## config.mk

```make
export PLATFORM = sky130hd
export DESIGN_NAME = irq_mixed_src
export DESIGN_NICKNAME = d
export VERILOG_FILES = /design/src/rtl/irq_src_pkg.sv /design/src/rtl/irq_edge_cell.sv /design/src/rtl/irq_level_cell.sv /design/src/rtl/irq_enable_reg.sv /design/src/rtl/irq_mixed_src.sv
export SDC_FILE = /design/constraint.sdc
export NUM_CORES = 1
export LEC_CHECK = 0
export BUFFER_PORTS_ARGS = -buffer_cell sky130_fd_sc_hd__buf_4
export CORE_AREA = 2 2 39 41
export CTS_CLUSTER_SIZE = 25
export DETAILED_ROUTE_END_ITERATION = 7
export DIE_AREA = 0 0 41 43
export MAX_ROUTING_LAYER = met4
export PLACE_DENSITY_LB_ADDON = 0.2
export RECOVER_POWER = 25
export SLEW_MARGIN = 25
export SYNTH_ARGS = -nofsm -noshare
export SYNTH_HDL_FRONTEND = slang
export SYNTH_SLANG_ARGS = --single-unit
```

## constraint.sdc

```tcl
create_clock -name clk -period 0.9 [get_ports clk]
set_input_delay 0.135 -clock clk [delete_from_list [all_inputs] [get_ports clk]]
set_output_delay 0.135 -clock clk [all_outputs]
set_load 0.01 [all_outputs]
```

## src/rtl/irq_src_pkg.sv

```systemverilog
package irq_src_pkg;

  localparam int STAT_W_DEF   = 6;
  localparam int BUS_W_DEF    = 8;
  localparam int TRIG_POS_DEF = 0;
  localparam int FIFO_POS_DEF = 2;
  localparam int CNT1_POS_DEF = 5;

  typedef enum logic [1:0] {
    KIND_NONE  = 2'd0,
    KIND_EDGE  = 2'd1,
    KIND_LEVEL = 2'd2
  } src_kind_e;

  function automatic src_kind_e kind_of(input int idx, input int trig_pos,
                                        input int fifo_pos, input int cnt1_pos);
    if (idx == trig_pos || idx == cnt1_pos) return KIND_EDGE;
    if (idx == fifo_pos) return KIND_LEVEL;
    return KIND_NONE;
  endfunction

endpackage

```

## src/rtl/irq_edge_cell.sv

```systemverilog
module irq_edge_cell (
  input  logic clk,
  input  logic rst_n,
  input  logic src_i,
  input  logic en_i,
  output logic stat_o
);
  logic prev_q;
  logic latch_q;
  logic rise;

  assign rise = src_i & ~prev_q;

  always_ff @(posedge clk) begin
    if (!rst_n) begin
      prev_q  <= 1'b0;
      latch_q <= 1'b0;
    end else begin
      prev_q  <= src_i;
      latch_q <= en_i & (latch_q | rise);
    end
  end

  assign stat_o = latch_q;

  // a latch can only be set when its enable was on and the source high
  assert_rise_needs_enable_R4: assert property (@(posedge clk) disable iff (!rst_n)
    $rose(latch_q) |-> $past(en_i && src_i));

  // a disabled latch clears on the next edge
  assert_disable_clears_R5: assert property (@(posedge clk) disable iff (!rst_n)
    (!en_i && latch_q) |=> !latch_q);

  // an enabled latch is sticky
  assert_sticky_latch_R2: assert property (@(posedge clk) disable iff (!rst_n)
    (en_i && latch_q) |=> latch_q);

endmodule

```

## src/rtl/irq_level_cell.sv

```systemverilog
module irq_level_cell (
  input  logic src_i,
  output logic stat_o
);
  assign stat_o = src_i;
endmodule

```

## src/rtl/irq_enable_reg.sv

```systemverilog
module irq_enable_reg #(
  parameter int W = 8
) (
  input  logic         clk,
  input  logic         rst_n,
  input  logic         wr_stb_i,
  input  logic [W-1:0] wr_data_i,
  output logic [W-1:0] en_o
);
  logic [W-1:0] en_q;

  always_ff @(posedge clk) begin
    if (!rst_n)        en_q <= '0;
    else if (wr_stb_i) en_q <= wr_data_i;
  end

  assign en_o = en_q;

  // the mask only moves on a write strobe
  assert_mask_holds_R1: assert property (@(posedge clk) disable iff (!rst_n)
    !wr_stb_i |=> $stable(en_q));

endmodule

```

## src/rtl/irq_mixed_src.sv

```systemverilog
module irq_mixed_src
  import irq_src_pkg::*;
#(
  parameter int STAT_W   = STAT_W_DEF,
  parameter int BUS_W    = BUS_W_DEF,
  parameter int TRIG_POS = TRIG_POS_DEF,
  parameter int FIFO_POS = FIFO_POS_DEF,
  parameter int CNT1_POS = CNT1_POS_DEF
) (
  input  logic             clk,
  input  logic             rst_n,
  input  logic             trig_i,
  input  logic             fifo_req_i,
  input  logic             cnt1_i,
  input  logic             wr_stb_i,
  input  logic [BUS_W-1:0] wr_data_i,
  input  logic             rd_stb_i,
  output logic [BUS_W-1:0] rd_data_o,
  output logic             irq_o
);
  localparam int PAD_W = BUS_W - STAT_W;
  localparam logic [BUS_W-1:0] USED_SET =
    (BUS_W'(1) << TRIG_POS) | (BUS_W'(1) << FIFO_POS) | (BUS_W'(1) << CNT1_POS);

  logic [STAT_W-1:0] src_vec;
  logic [STAT_W-1:0] status;
  logic [BUS_W-1:0]  status_full;
  logic [BUS_W-1:0]  en_q;

  always_comb begin
    src_vec           = '0;
    src_vec[TRIG_POS] = trig_i;
    src_vec[FIFO_POS] = fifo_req_i;
    src_vec[CNT1_POS] = cnt1_i;
  end

  irq_enable_reg #(.W(BUS_W)) u_mask (
    .clk       (clk),
    .rst_n     (rst_n),
    .wr_stb_i  (wr_stb_i),
    .wr_data_i (wr_data_i),
    .en_o      (en_q)
  );

  for (genvar i = 0; i < STAT_W; i++) begin : g_bit
    if (kind_of(i, TRIG_POS, FIFO_POS, CNT1_POS) == KIND_EDGE) begin : g_edge
      irq_edge_cell u_cell (
        .clk    (clk),
        .rst_n  (rst_n),
        .src_i  (src_vec[i]),
        .en_i   (en_q[i]),
        .stat_o (status[i])
      );
    end else begin : g_level
      irq_level_cell u_cell (
        .src_i  (src_vec[i]),
        .stat_o (status[i])
      );
    end
  end

  assign status_full = {{PAD_W{1'b0}}, status};
  assign irq_o       = |(status_full & en_q);
  assign rd_data_o   = rd_stb_i ? status_full : '0;

  // an all-zero mask write silences the request line
  assert_zero_mask_quiet_R9: assert property (@(posedge clk) disable iff (!rst_n)
    (wr_stb_i && wr_data_i == '0) |=> !irq_o);

  // unused positions never read as one
  assert_unused_zero_R8: assert property (@(posedge clk) disable iff (!rst_n)
    (rd_data_o & ~USED_SET) == '0);

  // a request needs some enable bit
  assert_irq_needs_mask_R7: assert property (@(posedge clk) disable iff (!rst_n)
    irq_o |-> (en_q != '0));

endmodule

```

==> metrics.md <==
| Metric | Value |
|---|---|
| Status | complete, but fails checks |
| Violated checks | negative setup slack |
| Clk_skew | 0.000390 ns |
| DP HPWL | 500 um |
| Yosys warns | 0 |
| Fin crit share | 138% |
| Die X-Extent | a little over 40 um |
| Placed cell area | 434 um^2 |
| Routability cong. | 0.681 |
| Smallest hold slack | 0.0979 ns |
| Setup TNS | -0.798 ns |
| First-pass GRT wire length | 979 um |
| Vias in the first global route | 274 |
| Hold_buf cts | 0 |
| N_diodes | 0 |
| Post-Synthesis Cells | 30 |
| Power per cell area | 1440 mW/mm^2 |
| Post-synthesis sequential area ratio | 45.3% |
| Port buffer count | 13 |
| NumNets Final | 68 |
| Detailed-route wire length | approximately 630 um |
| Share of cells above drive strength 1 | about half |
| Die area | around 0.0018 mm^2 |
| ANT nets after route | 0 |
| Power share of the clock group | approximately 40% |
| R2R depth | 4 |
| Slew Limit Fails | 0 |
| Area growth syn-to-layout | 60.7% |
| Psw | 0.159 mW |
| Crit path DAT | roughly 1.1 ns |
| Worst Path Max Fanout | 2 |
| Final-report setup violation count | 4 |
| Critical Path Source | g_bit[0].g_edge.u_cell.stat_o |
| Final setup margin | -0.341 ns |
| Fin. Hold Viols | 0 |
| CTS sink count | 7 |
| Synth unique cells | 10 |
| Global-route usage over all layers | 8.57% |
| Root Buffer Master | clkbuf_4 |
| Overall Power | between 0.7 and 0.8 mW |
| Max Buffers Root-to-Sink | 2 |
| WP data required | 0.76 ns |
| Hold path startpoint | cnt1_i |
| Worst-skew pair later-pin latency | 0.25 ns |
| IO Count | 24 |
| Total number of vias | 273 |
| Placed Cells | 62 |
| Post-DR wirelength/cell | just over 9 um |
| Largest net degree at the start of global routing | 8 |
| Die Ht | 43 um |
| CP Class | reg -> out |
| Crit end category | output pin |
| RR Startpoint | g_bit[0].g_edge.u_cell.stat_o |
| Core ar. | roughly 0.0014 mm^2 |
| CTS clk-pin slew, worst paths | 0.05 ns |
| Sw Share | 22.2% |
| Via density | 4.01 |
| H-Tree Level Count | 1 |
| Slowest CP cell | a222oi_1 |
| Drc violations | 0 |
| # rows | 14 |
| Syn avg cell area | between 10 and 15 um^2 |
| Static leakage | 0.273 nW |
| Max Cap Viol | 0 |
| Antenna violations before repair | 0 |
| Hold crit path type | in -> reg |
| Seq pwr share | between 40% and 50% |
| Final instance area | 497 um^2 |
| RSZ-0062 raised after global routing | true |
| Initial Util | 22.3% |
| Startpoint types | flip-flop |
| Gr ovfl total | 0 |
| WHS Path Cells | 2 |
| Filler cell count | 156 |
| Cts bufs inserted | 3 |
| Fmax | 806 MHz |
| Initial DRC count | 7 |
| Internal | 0.557 mW |
| Cell-by-cell trace of the critical path | a222oi_1, inv_1, buf_6 |
| Final Critical Period | 1.24 ns |
| Drt first pass iters | 4 |
| Comb pwr share | 14.5% |
| Largest stage delay on the critical path | 0.33 ns |
| Worst vdd ir | 0.609 mV |
| CTS tree | yes |
| Register bit count reported by yosys | 7 |
| Post-synthesis cell area | 309 um^2 |
| Non-Filler Instances | 68 |
Yosys cell counts:
master / instances / share of area, %
conb_1: 1 / 1.2
inv_1: 1 / 1.2
and2_1: 4 / 8.1
o211a_1: 2 / 6.5
nor2b_1: 5 / 10
and2_2: 1 / 2.4
dfxtp_1: 7 / 45
mux2i_1: 3 / 9.7
a222oi_1: 1 / 3.2
buf_4: 5 / 12
registers in the layout, indices dropped and copies added, names as in the netlist:
register                    flops
g_bit.g_edge.u_cell.stat_o      2
g_bit.g_edge.u_cell.prev_q      2
u_mask.en_o                     3
per-stage QoR:
stage	worst slack (ns)	utilization (%)
3_5_place_dp	-0.0716	31.4
6_report	-0.341	35.9
2_1_floorplan	0.0515	-
4_1_cts	-0.341	35.4
3_3_place_gp	-0.0676	31.4
5_1_grt	-0.433	35.9
cell type report:
type	instances	area [um^2]	area share [%]
timing repair buffer	19	158	31.7
multi-input combinational	21	146	29.5
sequential	7	143	28.7
clock buffer	4	26.3	5.29
tap	16	20.0	4.03
inverter	1	3.75	0.756
per-layer routing:
layer	up-vias	part of all wire (%)	GRT usage, %	wire length (um)
li1	135	-	-	-
met1	127	36	9.12	229
met2	11	56	13.4	352
met3	0	8.4	1.57	53
met4	0	0	6.00	0
met5	-	0	-	0
power by group through the flow:
stage	combinational [mW]	sequential (mW)	clock, mW
3_5_place_dp	0.0986	0.338	0
5_1_grt	0.114	0.333	0.310
4_1_cts	0.104	0.332	0.293
3_3_place_gp	0.0964	0.337	0
6_report	0.104	0.332	0.280
2_1_floorplan	0.0545	0.337	0
cell families (layout without fill, tap and decap cells):
group | count (synthesis) | after routing | synth area share (%)
AO/OA/AOI/OAI | 3 | 3 | 9.72
multiplexers | 3 | 3 | 9.72
AND/OR/NAND/NOR | 10 | 10 | 20.6
buffers and inverters | 6 | 24 | 13.4
other | 1 | 5 | 1.21
flip-flops | 7 | 7 | 45.3
repair_timing:
item / CTS / global route
setup endpoints to repair: 3 / 3
pin swaps: 1 / 2
cloned: 0 / 0
setup buffers: 1 / 1
gates resized for setup: 8 / 1
cell usage in the layout (no fill, tap or decap):
cell type	instances
clkbuf_1	2
and2_4	2
buf_4	13
inv_1	1
conb_1	5
a222oi_1	1
o211a_1	2
mux2i_1	3
clkbuf_4	3
dfxtp_1	5
nor2b_1	5
and2_1	3
buf_6	5
dfxtp_2	2
worst paths after layout:
kind | endpoint | slack (ns)
setup / recovery | irq_o | -0.34
hold / removal | g_bit[5].g_edge.u_cell.prev_q | 0.1
setup reg to reg | g_bit[0].g_edge.u_cell.stat_o | -0.06
hold reg to reg | u_mask.en_o[2] | 0.54
worst max-delay path: cells and delay by family (launching register included):
family / cells / cell delay, ns
buffers and inverters: 2 / 0.22
DFF: 1 / 0.32
AOI/OAI and AO/OA: 1 / 0.33
(Power assumes the default switching activity.)
